## src/rtl/phyx_pkg.sv

```systemverilog
package phyx_pkg;
   // Field positions the PHY bridge decodes; fixed by the neighbour block.
   localparam int CTRL_W    = 32;
   localparam int STAT_W    = 32;
   localparam int PAY_W     = 16;
   localparam int BIT_CAPA  = 16;
   localparam int BIT_CAPD  = 17;
   localparam int BIT_WSTB  = 18;
   localparam int BIT_RSTB  = 19;
   localparam int BIT_ACK   = 16;

   typedef enum logic [3:0] {
      ST_IDLE,
      ST_A_SET,
      ST_A_HI,
      ST_A_LO,
      ST_R_HI,
      ST_R_LO,
      ST_D_SET,
      ST_D_HI,
      ST_D_LO,
      ST_W_HI,
      ST_W_LO,
      ST_FIN,
      ST_ABORT
   } phyx_state_e;

   typedef enum logic [1:0] {
      WT_NONE,
      WT_HIGH,
      WT_LOW
   } phyx_wait_e;
endpackage

```

## src/rtl/phyx_poll_timer.sv

```systemverilog
module phyx_poll_timer #(
   parameter int POLL_CYC  = 4,
   parameter int MAX_POLLS = 10
) (
   input  logic clk,
   input  logic rst_n,
   input  logic restart,
   input  logic active,
   output logic sample,
   output logic final_poll
);
   localparam int PW = (MAX_POLLS > 1) ? $clog2(MAX_POLLS) : 1;

   logic [PW-1:0] polls_q;

   generate
      if (POLL_CYC == 1) begin : g_every_cycle
         assign sample = active;
      end else begin : g_interval
         localparam int IW = $clog2(POLL_CYC);
         logic [IW-1:0] gap_q;
         always_ff @(posedge clk or negedge rst_n) begin
            if (!rst_n) begin
               gap_q <= '0;
            end else if (restart) begin
               gap_q <= '0;
            end else if (active) begin
               if (gap_q == '0) gap_q <= IW'(POLL_CYC - 1);
               else             gap_q <= gap_q - 1'b1;
            end
         end
         assign sample = active && (gap_q == '0);
      end
   endgenerate

   always_ff @(posedge clk or negedge rst_n) begin
      if (!rst_n) begin
         polls_q <= '0;
      end else if (restart) begin
         polls_q <= '0;
      end else if (sample && !final_poll) begin
         polls_q <= polls_q + 1'b1;
      end
   end

   assign final_poll = (polls_q == PW'(MAX_POLLS - 1));
endmodule

```

## src/rtl/phyx_ctrl_encode.sv

```systemverilog
module phyx_ctrl_encode
   import phyx_pkg::*;
#(
   parameter int ADDR_W = 16,
   parameter int DATA_W = 16
) (
   input  phyx_state_e         state,
   input  logic [ADDR_W-1:0]   addr,
   input  logic [DATA_W-1:0]   data,
   output logic [CTRL_W-1:0]   ctrl,
   output phyx_wait_e          wait_kind
);
   logic [CTRL_W-1:0] addr_field;
   logic [CTRL_W-1:0] data_field;

   assign addr_field = CTRL_W'(addr);
   assign data_field = CTRL_W'(data);

   always_comb begin
      ctrl      = '0;
      wait_kind = WT_NONE;
      unique case (state)
         ST_A_SET: ctrl = addr_field;
         ST_A_HI: begin
            ctrl      = addr_field;
            ctrl[BIT_CAPA] = 1'b1;
            wait_kind = WT_HIGH;
         end
         ST_A_LO: begin
            ctrl      = addr_field;
            wait_kind = WT_LOW;
         end
         ST_R_HI: begin
            ctrl[BIT_RSTB] = 1'b1;
            wait_kind = WT_HIGH;
         end
         ST_R_LO: wait_kind = WT_LOW;
         ST_D_SET: ctrl = data_field;
         ST_D_HI: begin
            ctrl      = data_field;
            ctrl[BIT_CAPD] = 1'b1;
            wait_kind = WT_HIGH;
         end
         ST_D_LO: begin
            ctrl      = data_field;
            wait_kind = WT_LOW;
         end
         ST_W_HI: begin
            ctrl[BIT_WSTB] = 1'b1;
            wait_kind = WT_HIGH;
         end
         ST_W_LO: begin
            ctrl      = data_field;
            wait_kind = WT_LOW;
         end
         default: begin
            ctrl      = '0;
            wait_kind = WT_NONE;
         end
      endcase
   end
endmodule

```

## src/rtl/phyx_seq.sv

```systemverilog
module phyx_seq
   import phyx_pkg::*;
#(
   parameter int ADDR_W = 16,
   parameter int DATA_W = 16
) (
   input  logic              clk,
   input  logic              rst_n,
   input  logic              req_valid,
   input  logic              req_write,
   input  logic [ADDR_W-1:0] req_addr,
   input  logic [DATA_W-1:0] req_wdata,
   input  logic              ack,
   input  logic [DATA_W-1:0] rd_field,
   input  phyx_wait_e        wait_kind,
   input  logic              sample,
   input  logic              final_poll,
   output phyx_state_e       state,
   output logic [ADDR_W-1:0] addr_q,
   output logic [DATA_W-1:0] data_q,
   output logic [DATA_W-1:0] rd_data,
   output logic              restart,
   output logic              busy,
   output logic              done,
   output logic              err
);
   phyx_state_e state_q, state_d;
   logic        write_q;
   logic        level_met;
   logic        step_ok;
   logic        step_fail;

   assign level_met = (wait_kind == WT_HIGH) ? ack : !ack;
   assign step_ok   = sample && level_met;
   assign step_fail = sample && !level_met && final_poll;

   always_comb begin
      state_d = state_q;
      unique case (state_q)
         ST_IDLE:  if (req_valid) state_d = ST_A_SET;
         ST_A_SET: state_d = ST_A_HI;
         ST_A_HI:  if (step_ok) state_d = ST_A_LO;
         ST_A_LO:  if (step_ok) state_d = write_q ? ST_D_SET : ST_R_HI;
         ST_R_HI:  if (step_ok) state_d = ST_R_LO;
         ST_R_LO:  if (step_ok) state_d = ST_FIN;
         ST_D_SET: state_d = ST_D_HI;
         ST_D_HI:  if (step_ok) state_d = ST_D_LO;
         ST_D_LO:  if (step_ok) state_d = ST_W_HI;
         ST_W_HI:  if (step_ok) state_d = ST_W_LO;
         ST_W_LO:  if (step_ok) state_d = ST_FIN;
         default:  state_d = ST_IDLE;
      endcase
      if ((wait_kind != WT_NONE) && step_fail) state_d = ST_ABORT;
   end

   always_ff @(posedge clk or negedge rst_n) begin
      if (!rst_n) begin
         state_q <= ST_IDLE;
         write_q <= 1'b0;
         addr_q  <= '0;
         data_q  <= '0;
         rd_data <= '0;
      end else begin
         state_q <= state_d;
         if (state_q == ST_IDLE && req_valid) begin
            write_q <= req_write;
            addr_q  <= req_addr;
            data_q  <= req_wdata;
         end
         if (state_q == ST_R_HI && step_ok) rd_data <= rd_field;
      end
   end

   assign state   = state_q;
   assign restart = (state_d != state_q);
   assign busy    = (state_q != ST_IDLE);
   assign done    = (state_q == ST_FIN);
   assign err     = (state_q == ST_ABORT);
endmodule

```

## src/rtl/phyx_xreg_engine.sv

```systemverilog
module phyx_xreg_engine
   import phyx_pkg::*;
#(
   parameter int ADDR_W    = 16,
   parameter int DATA_W    = 16,
   parameter int POLL_CYC  = 4,
   parameter int MAX_POLLS = 10
) (
   input  logic              clk,
   input  logic              rst_n,
   input  logic              req_valid,
   input  logic              req_write,
   input  logic [ADDR_W-1:0] req_addr,
   input  logic [DATA_W-1:0] req_wdata,
   output logic              busy,
   output logic              done,
   output logic              err,
   output logic [DATA_W-1:0] rd_data,
   output logic [CTRL_W-1:0] ctrl_word,
   input  logic [STAT_W-1:0] stat_word
);
   generate
      if (ADDR_W < 1 || ADDR_W > PAY_W) begin : g_bad_addr
         $error("ADDR_W must lie in 1..16");
      end
      if (DATA_W < 1 || DATA_W > PAY_W) begin : g_bad_data
         $error("DATA_W must lie in 1..16");
      end
      if (POLL_CYC < 1) begin : g_bad_poll
         $error("POLL_CYC must be at least 1");
      end
      if (MAX_POLLS < 1) begin : g_bad_max
         $error("MAX_POLLS must be at least 1");
      end
   endgenerate

   phyx_state_e       state;
   phyx_wait_e        wait_kind;
   logic [ADDR_W-1:0] addr_q;
   logic [DATA_W-1:0] data_q;
   logic              restart;
   logic              sample;
   logic              final_poll;
   logic              unused_stat;

   assign unused_stat = ^{stat_word[STAT_W-1:BIT_ACK+1], stat_word[PAY_W-1:0]};

   phyx_seq #(.ADDR_W(ADDR_W), .DATA_W(DATA_W)) u_seq (
      .clk        (clk),
      .rst_n      (rst_n),
      .req_valid  (req_valid),
      .req_write  (req_write),
      .req_addr   (req_addr),
      .req_wdata  (req_wdata),
      .ack        (stat_word[BIT_ACK]),
      .rd_field   (stat_word[DATA_W-1:0]),
      .wait_kind  (wait_kind),
      .sample     (sample),
      .final_poll (final_poll),
      .state      (state),
      .addr_q     (addr_q),
      .data_q     (data_q),
      .rd_data    (rd_data),
      .restart    (restart),
      .busy       (busy),
      .done       (done),
      .err        (err)
   );

   phyx_ctrl_encode #(.ADDR_W(ADDR_W), .DATA_W(DATA_W)) u_enc (
      .state     (state),
      .addr      (addr_q),
      .data      (data_q),
      .ctrl      (ctrl_word),
      .wait_kind (wait_kind)
   );

   phyx_poll_timer #(.POLL_CYC(POLL_CYC), .MAX_POLLS(MAX_POLLS)) u_timer (
      .clk        (clk),
      .rst_n      (rst_n),
      .restart    (restart),
      .active     (wait_kind != WT_NONE),
      .sample     (sample),
      .final_poll (final_poll)
   );
endmodule

```

## config.mk

```make
export PLATFORM = sky130hd
export DESIGN_NAME = phyx_xreg_engine
export DESIGN_NICKNAME = d
export VERILOG_FILES = /design/src/rtl/phyx_pkg.sv /design/src/rtl/phyx_poll_timer.sv /design/src/rtl/phyx_ctrl_encode.sv /design/src/rtl/phyx_seq.sv /design/src/rtl/phyx_xreg_engine.sv
export SDC_FILE = /design/constraint.sdc
export NUM_CORES = 1
export LEC_CHECK = 0
export ABC_AREA = 0
export BUFFER_PORTS_ARGS = -buffer_cell sky130_fd_sc_hd__buf_4
export CAP_MARGIN = 30
export CORE_MARGIN = 5
export CORE_UTILIZATION = 50
export CTS_CLUSTER_DIAMETER = 30
export CTS_CLUSTER_SIZE = 16
export DETAILED_ROUTE_END_ITERATION = 10
export GPL_TIMING_DRIVEN = 0
export PLACE_DENSITY = 0.79
export SYNTH_ARGS = -nofsm -noshare
export SYNTH_HDL_FRONTEND = slang
export SYNTH_HIERARCHICAL = 1
export SYNTH_SLANG_ARGS = --single-unit
```

## constraint.sdc

```tcl
create_clock -name clk -period 4.67 [get_ports clk]
set_clock_uncertainty 0.15 [all_clocks]
set_input_delay 0.467 -clock clk [delete_from_list [all_inputs] [get_ports clk]]
set_output_delay 0.467 -clock clk [all_outputs]
set_load 0.03 [all_outputs]
```

# Yosys cells after proc, flatten, opt, wreduce, memory -nomap -nowiden
# Index checks and enable logic that the tools add are counted.
# totals
ff_bits	59
output_inout_bits	51
wordCells	67
# classes
n_addsub	2
eq_ne	15
muxes	21
n_reduce_logical	22
# ops
operator	count
one-hot mux 18 bit (4 select lines)	1
two-way mux 4 bit	11
one-hot mux 4 bit (10 select lines)	1
== test 4 bit, second input constant	6
== test 4 x 3 -> 1 bit, second input constant	4
== test 4 x 2 -> 1 bit, second input constant	2
logical AND 1 bit	8
two-way mux 2 bit	4
OR reduction 4 bit	2
nonzero test 2 bit	3
adder 4 x 1 -> 4 bit, second input constant	1
== test 4 x 1 -> 1 bit, second input constant	1
logical NOT 4 bit	1
inequality test 4 bit	1
one-hot mux 2 bit (2 select lines)	1
nonzero test 4 bit	1
OR reduction 2 bit	2
logical NOT 1 bit	3
two-way mux 1 bit	3
OR reduction 3 bit	1
== test 2 x 1 -> 1 bit, second input constant	1
logical NOT 2 bit	1
subtractor 2 x 1 -> 2 bit, second input constant	1

# Depth between registers and ports, before layout
# Gate-level depths: netlist of the first run.
# logic_depth
word_depth	12
ltp_mapped	15
mapped_depth_nobuf	12

# Modules after synthesis
# The synthesis of the first run kept the hierarchy.
# modules_own_cells
module	instances	cells_each	area_per_inst_um2	seq_area_each_um2
phyx_seq	1	168	2262.2	1326.3
phyx_ctrl_encode	1	105	1038.5	0.0
phyx_poll_timer	1	35	336.6	150.1
phyx_xreg_engine	1	1	6.3	0.0

# Worst setup path after synthesis of the first run
# No wires, ideal clock.
# synth_timing
path_type	reg-to-reg
startpoint	register u_seq.state_q[3] (netlist: u_seq/state[3])
endpoint	register u_timer.polls_q[1]
setup_ns	0.100
arrival_ns	3.115
t_required_ns	4.420
path_slack_ns	1.305
stages_incl_launch_ff	15
cell_sequence	dfrtp_1 buf_6 buf_6 nor4b_4 a211o_1 or2_1 nand2_1 inv_1 nand2b_1 mux2_4 a211o_1 a221oi_2 xnor2_1 o221ai_1 a311oi_1
# synth_via
word_cells_on_any_way	38
cone_classes	12 x eq/ne; 13 x mux; 13 x reduce/logical
# synth_lines
element	line	source
start: declaration	phyx_seq.sv:27	phyx_state_e state_q, state_d;
start signal: assignment	phyx_seq.sv:64	state_q <= state_d;
== test 4 x 3 -> 1 bit, or another cell as far along	phyx_ctrl_encode.sv:22	unique case (state)
OR reduction 4 bit (no source line)	--	
one-hot mux 2 bit (2 select lines) (*)	phyx_ctrl_encode.sv:22	
via wait_kind[0]	phyx_xreg_engine.sv:38	phyx_wait_e wait_kind;
nonzero test 2 bit (*)	phyx_xreg_engine.sv:82	.active (wait_kind != WT_NONE),
logical AND 1 bit (*)	phyx_poll_timer.sv:32	assign sample = active && (gap_q == '0);
via sample	phyx_xreg_engine.sv:42	logic sample;
logical AND 1 bit (on tied branches)	phyx_seq.sv:34, phyx_seq.sv:35	
two-way mux 4 bit, or another cell as far along	phyx_seq.sv:45, phyx_seq.sv:50	
one-hot mux 4 bit (10 select lines) or logical AND 1 bit (tied branches)	phyx_seq.sv:39, phyx_seq.sv:53	
two-way mux 4 bit (*)	phyx_seq.sv:53	if ((wait_kind != WT_NONE) && step_fail) state_d = ST_ABORT;
via u_seq.state_d[1]	phyx_seq.sv:27	
inequality test 4 bit (*)	phyx_seq.sv:75	assign restart = (state_d != state_q);
via restart	phyx_xreg_engine.sv:41	logic restart;
two-way mux 4 bit or nonzero test 2 bit (tied branches)	--	
end signal: assignment	phyx_poll_timer.sv:42	polls_q <= polls_q + 1'b1;
end: declaration	phyx_poll_timer.sv:14	logic [PW-1:0] polls_q;
# The timed path passes the listed nets; every way through them passes the cells marked *.
# A chain may end at the register's enable or synchronous reset.

# Worst setup path after layout of the first run
# layout_timing
startpoint	register u_seq.state_q[2] (netlist: u_seq/state[2])
endpoint	register u_timer.g_interval.gap_q[0]
# layout_via
word_cells_on_any_way	37
cone_classes	12 x eq/ne; 13 x mux; 12 x reduce/logical
# layout_lines
element	line	source
== test 4 x 3 -> 1 bit, or another cell as far along	phyx_ctrl_encode.sv:22	
OR reduction 4 bit (no source line)	--	
one-hot mux 2 bit (2 select lines) (*)	phyx_ctrl_encode.sv:22	
via wait_kind[1]	phyx_xreg_engine.sv:38	
nonzero test 2 bit (*)	phyx_xreg_engine.sv:82	
logical AND 1 bit (*)	phyx_poll_timer.sv:32	
via sample	phyx_xreg_engine.sv:42	
logical AND 1 bit (on tied branches)	phyx_seq.sv:34, phyx_seq.sv:35	
two-way mux 4 bit, or another cell as far along	phyx_seq.sv:45, phyx_seq.sv:50	
one-hot mux 4 bit (10 select lines) or logical AND 1 bit (tied branches)	phyx_seq.sv:39, phyx_seq.sv:53	
two-way mux 4 bit (*)	phyx_seq.sv:53	
inequality test 4 bit (*)	phyx_seq.sv:75	
via restart	phyx_xreg_engine.sv:41	
two-way mux 2 bit or nonzero test 2 bit (tied branches)	--	
end signal: assignment	phyx_poll_timer.sv:28	if (gap_q == '0) gap_q <= IW'(POLL_CYC - 1);
end signal: assignment	phyx_poll_timer.sv:29	else gap_q <= gap_q - 1'b1;
end: declaration	phyx_poll_timer.sv:21	logic [IW-1:0] gap_q;
# Marks and branches as above.

==> results.ini, run 1 <==
[synthesis]
ys.flop_type=dfrtp_1
synth_cell_types=50
syn_inst=309
ys.warnings.count=6
synth.most_common_cell=dfrtp_1
syn_area_per_cell_sq_um=11.79
synth_edf_count=0
synth_area_leader_cell=dfrtp_1
synthArstFlopShare=1.000
synth_common_cells=59 x dfrtp_1, 50 x mux2_2, 32 x nand4bb_1, 17 x mux2i_1, 14 x nor2_1
netlist_area_sq_um=3643
seq_area_frac_synth=0.4052
synth_top_area_share=0.4052
synth_area_leaders=dfrtp_1 41%, mux2_2 15%, nand4bb_1 9.9%
ys_seq_elements=59

[global_routing]
grt_max_degree=60
grt_pass1_wl_mm=14.43
gr-total-overflow=0
antenna_found_initial=0
grt_pass1_vias=3047
grt_use_total=0.2056

[power]
p_per_area_nw_per_um2=754.1
vdd_ir_drop_max_mv=0.2768
total_leakage_power_nw=2.171

[timing]
setup_viol=0
finalSetupTns_ps=0
fin_crit_ps=3815
worstMarginPinSlew_ps=768.1
min_period_over_period=0.8168
max-slew-margin-rel=0.4880
hold_viol_final=0
fmax_ghz=0.2622
rsz0062_at_grt=false
slew_viol_final=0

[detailed_routing]
viasPerCell=5.481
postRouteAntennaNets=0
wl_per_cell_um=16.71
route.detailed.drc=0
wl_mm=8.792
drt_iter0_drc=98
via_count=2883
drt_pre_antenna_iters=4

[critical_path]
crit_type=flip-flop to flip-flop
cp.depth=15
critical_path.max_fanout=10
cp-end-kind=flip-flop
arrival_ps=3860
crit_buf_inv=5
r2r_slack_ps=860
startpoint=u_seq/state[2]
ff2ff_path_depth=15
path_cells=buf_6 > buf_12 > buf_8 > xnor2_1 > o22ai_1 > or2_1 > nand2_1 > inv_1 > nand2b_1 > mux2_4 > clkbuf_1 > or2_2 > and4_1 > o221ai_1 > nor3_1
reg2reg_from=u_seq/state[2]
cp-endpoint=u_timer/g_interval.gap_q[0]
r2r_end=u_timer/g_interval.gap_q[0]
slowest_delay_ps=430
startpoint_type=flip-flop
crit_slowest_cell=dfrtp_1
crit_family=simple AND/OR/NAND/NOR gates
cp.required_ps=4720

[clock_tree]
cts_hold_buffers=0
cts_resized=0
htree_levels=3
cts_setup_buffers=0
clk_path_buf_depth=2
clk_latency_ps=330
cts_sinks=59
path_clk_slew_ps=70
cts_buffers=9
cts_tree=built
cts-root-buf=clkbuf_8

[min_path]
min_path_type=input pin to asynchronous set/reset pin

[run]
max_cap_violations=0

[layout]
drive_gt1_frac=0.4707
fin_nets=493
syn_to_final_growth_pct=28.81
antenna_cells=0
final_cell_count_no_fill=526

[die]
io_pins=119
die_y_um=95.37
start_util=0.5078
die_width_um=95.37
dieArea_sq_um=9094
std_cell_rows=31
coreArea_sq_um=7176

[place]
dp_hpwl_mm=6.302
gp_congestion=0.8252
dpl.cell_count=510
port-buffer-count=91

[status]
status=finished, final reports clean

-- worst min-delay path by stage --
stage	start	endpoint
global placement	u_seq/write_q	u_seq/write_q
detailed placement	u_seq/write_q	u_seq/write_q
CTS	rst_n	u_seq/data_q[10]
floorplan	rst_n	u_seq/addr_q[0]
global route	rst_n	u_seq/data_q[10]
finish	rst_n	u_seq/data_q[7]
-- registers in the layout, summed over array words and instances, names as in the netlist --
register and count:
u_seq/write_q 1, u_seq/data_q 16, u_seq/state 4, u_timer/polls_q 4
u_seq/addr_q 16, u_seq/rd_data 16, u_timer/g_interval.gap_q 2
-- cell usage in the layout, fill, tap and decap left out, types with 4 or more instances in the layout --
cell type,instances
a21oi_1,6
buf_2,7
buf_4,103
buf_6,5
clkbuf_1,11
clkbuf_8,10
conb_1,12
dfrtp_1,59
inv_1,7
mux2_2,50
mux2i_1,17
nand2_1,8
nand2b_1,6
nand3_1,4
nand4bb_1,32
nor2_1,14
nor3_1,4
o211ai_1,8
o211ai_2,9
-- cell type report --
class	count	area, sq um
Fill cell	582	2482
Multi-Input combinational cell	215	1901
Sequential cell	59	1476
Timing Repair Buffer	91	683.2
Buffer	38	277.8
Clock buffer	10	137.6
Tap cell	99	123.9
Clock inverter	6	63.81
Inverter	8	30.03
-- power by group --
part	internal (mW)	total [mW]	switching, mW
combinational	0.975	2.17	1.19
clock	0.261	0.477	0.216
sequential	0.731	0.894	0.163
-- stage by stage --
step | power (mW) | area (sq um) | setup slack (ps) | util | hold slack [ps]
after floorplan | 2.447 | 3685 | 1305 | - | 21.41
after CTS | 3.559 | 4693 | 830.6 | 0.6541 | 78.05
final | 3.539 | 4693 | 855.5 | 0.6541 | 42.86
after global routing | 3.777 | 4693 | 612.8 | 0.6541 | 108.4
after global placement | 3.008 | 4492 | 972.4 | 0.6260 | 333.9
after detailed placement | 3.070 | 4492 | 893.3 | 0.6260 | 338.9
-- layer usage --
| metal | global-route usage | routed length, um | vias to the layer above |
|---|---|---|---|
| li1 | - | - | 1348 |
| met1 | 0.2485 | 3577 | 1428 |
| met2 | 0.3434 | 4533 | 99 |
| met3 | 0.06156 | 591 | 8 |
| met4 | 0.07933 | 89 | 0 |
| met5 | 0 | 0 | - |
-- cell families after synthesis --
logic type,share of synthesized area
AOI/OAI and AO/OA,0.09684
and+or+nand+nor,0.1896
muxes,0.2054
buffers and inverters,0.08448
adders and majority gates,0.01030
other,0.001029
DFF,0.4052
xor gates and xnor gates,0.007213
(Power assumes the default switching activity.)
==> inputs of run 2 (changes only) <==
- clock period: 4.67 -> 3.8 ns (I/O delays scaled with it)
==> run 2 against run 1 <==
  * Cell area is 0.48% higher
  * Power is 24% higher
  * Sequential share of layout area is 0.15 points lower
  * Combinational power is 24% higher
  * Maximum frequency is 5.0% higher
  * Register-to-register slack worse by 690 ps
  * Hold slack better by 70 ps
  * First-iteration DRC count is 2.0% lower
  * Via count is 0.35% higher
  * Largest cell class unchanged
==> results.ini, run 2 (synthesis results as in run 1) <==
[status]
status=finished, final reports clean

[layout]
drive_gt1_frac=0.4743
layout_commonest_cell=buf_4
reg_top3=u_seq/addr_q: 16 flops, u_seq/data_q: 16 flops, u_seq/rd_data: 16 flops
syn_to_final_growth_pct=29.43
design_area_sq_um=4716
fillers=576
final_cell_count_no_fill=527
antenna_cells=0
fin_nets=494
final_cell_mix=103 x buf_4, 59 x dfrtp_1, 50 x mux2_2, 32 x nand4bb_1, 17 x mux2i_1

[power]
total_leakage_power_nw=2.178
p_per_area_nw_per_um2=928.0
vdd_ir_drop_max_mv=0.3407

[place]
dp_hpwl_mm=6.302
port-buffer-count=91
gp_congestion=0.8252
pre_cts_slack_ps=23.25
place_area_sq_um=4492
dpl.cell_count=510

[detailed_routing]
route.detailed.drc=0
postRouteAntennaNets=0
viasPerCell=5.490
wl_met3_um=684
wl_met2_mm=4.469
highest_layer=met4
wl_mm=8.838
drt_iter0_drc=96
via_count=2893
drt_pre_antenna_iters=4
wl_per_cell_um=16.77
met1_length_mm=3.574

[clock_tree]
cts_buffers=9
path_clk_slew_ps=70
cts_tree=built
cts_setup_buffers=0
htree_levels=3
clk_path_buf_depth=2
clk_latency_ps=340
cts-root-buf=clkbuf_8
cts_sinks=59

[critical_path]
crit_family=compound AO/OA/AOI/OAI gates
cp-end-kind=flip-flop
crit_slowest_cell=dfrtp_1
crit_buf_inv=4
cp_common_cell=xnor2_1
startpoint=u_seq/state[2]
r2r_slack_ps=170
reg2reg_from=u_seq/state[2]
slowest_delay_ps=430
startpoint_type=flip-flop
critical_path.max_fanout=10
path_cells=buf_6 > buf_12 > buf_8 > xnor2_1 > o22ai_2 > or2_1 > nand2_1 > inv_1 > nand2b_1 > mux2_4 > a211o_1 > a221oi_2 > xnor2_1 > o221ai_2 > a311oi_1
arrival_ps=3720
crit_type=flip-flop to flip-flop
cp.required_ps=3890

[global_routing]
grt_use_total=0.2056
grt_max_degree=60
gr-total-overflow=0
grt_pass1_wl_mm=14.45
antenna_found_initial=0
grt_pass1_vias=3056

[timing]
fmax_ghz=0.2753
setup_viol=0
min_period_over_period=0.9560
hold_viol_final=0
worstMarginPinSlew_ps=763.5
timing.final.ws_setup_ps=167.3
slew_viol_final=0
holdWs_ps=112.4
max-slew-margin-rel=0.4910
finalSetupTns_ps=0
fin_crit_ps=3633

[die]
die_width_um=95.37
coreArea_sq_um=7176
dieArea_sq_um=9094
std_cell_rows=31
die_y_um=95.37
start_util=0.5078
io_pins=119

[min_path]
min_path_type=input pin to flip-flop
hp-start=req_addr[12]

[run]
max_cap_violations=0

[run 2: routing by layer]
layer | GRT usage | up-vias
met5 | 0 | -
met4 | 0.07933 | 0
met3 | 0.06156 | 10
met2 | 0.3440 | 106
met1 | 0.2480 | 1427
li1 | - | 1350
[run 2: final timing paths]
path,cells past startpoint,end
min in group asynchronous,2,u_seq/addr_q[7]
worst max-delay path,15,u_timer/polls_q[1]
max in group asynchronous,2,u_seq/rd_data[0]
worst min-delay path,2,u_seq/addr_q[12]
worst max register to register,15,u_timer/polls_q[1]
worst min register to register,1,u_seq/write_q
[run 2: timing repair]
| item | CTS | global route |
|---|---|---|
| hold endpoints to repair | 23 | 0 |
| setup endpoints to repair | 2 | 6 |
| hold buffers | 1 | 0 |
| gates resized for setup | 1 | 1 |
[run 2: layout make-up]
type / instances / area [sq um] / area share
Clock inverter: 6 / 63.81 / 0.01353
Timing Repair Buffer: 92 / 693.2 / 0.1470
Inverter: 8 / 30.03 / 0.006368
Buffer: 38 / 277.8 / 0.05890
Tap cell: 99 / 123.9 / 0.02627
Sequential cell: 59 / 1476 / 0.3131
Multi-Input combinational cell: 215 / 1913 / 0.4057
Clock buffer: 10 / 137.6 / 0.02919
[run 2: where the power goes]
group	switching, mW	internal (mW)	total [mW]
sequential	0.202	0.898	1.10
clock	0.267	0.320	0.587
combinational	1.48	1.21	2.69
[run 2: metrics by stage]
step	util	total power [mW]
after floorplan	-	3.008
after global placement	0.6260	3.697
after detailed placement	0.6260	3.773
after CTS	0.6563	4.390
after global routing	0.6572	4.668
final	0.6572	4.376
[run 2: worst register-to-register path: stages, from the launching register on]
cell      delay (ps)
dfrtp_1          430
buf_6            170
buf_12           140
buf_8            150
xnor2_1          140
o22ai_2          230
or2_1            250
nand2_1          140
inv_1            150
nand2b_1          70
mux2_4           300
a211o_1          300
a221oi_2         310
xnor2_1          180
o221ai_2         180
a311oi_1         250
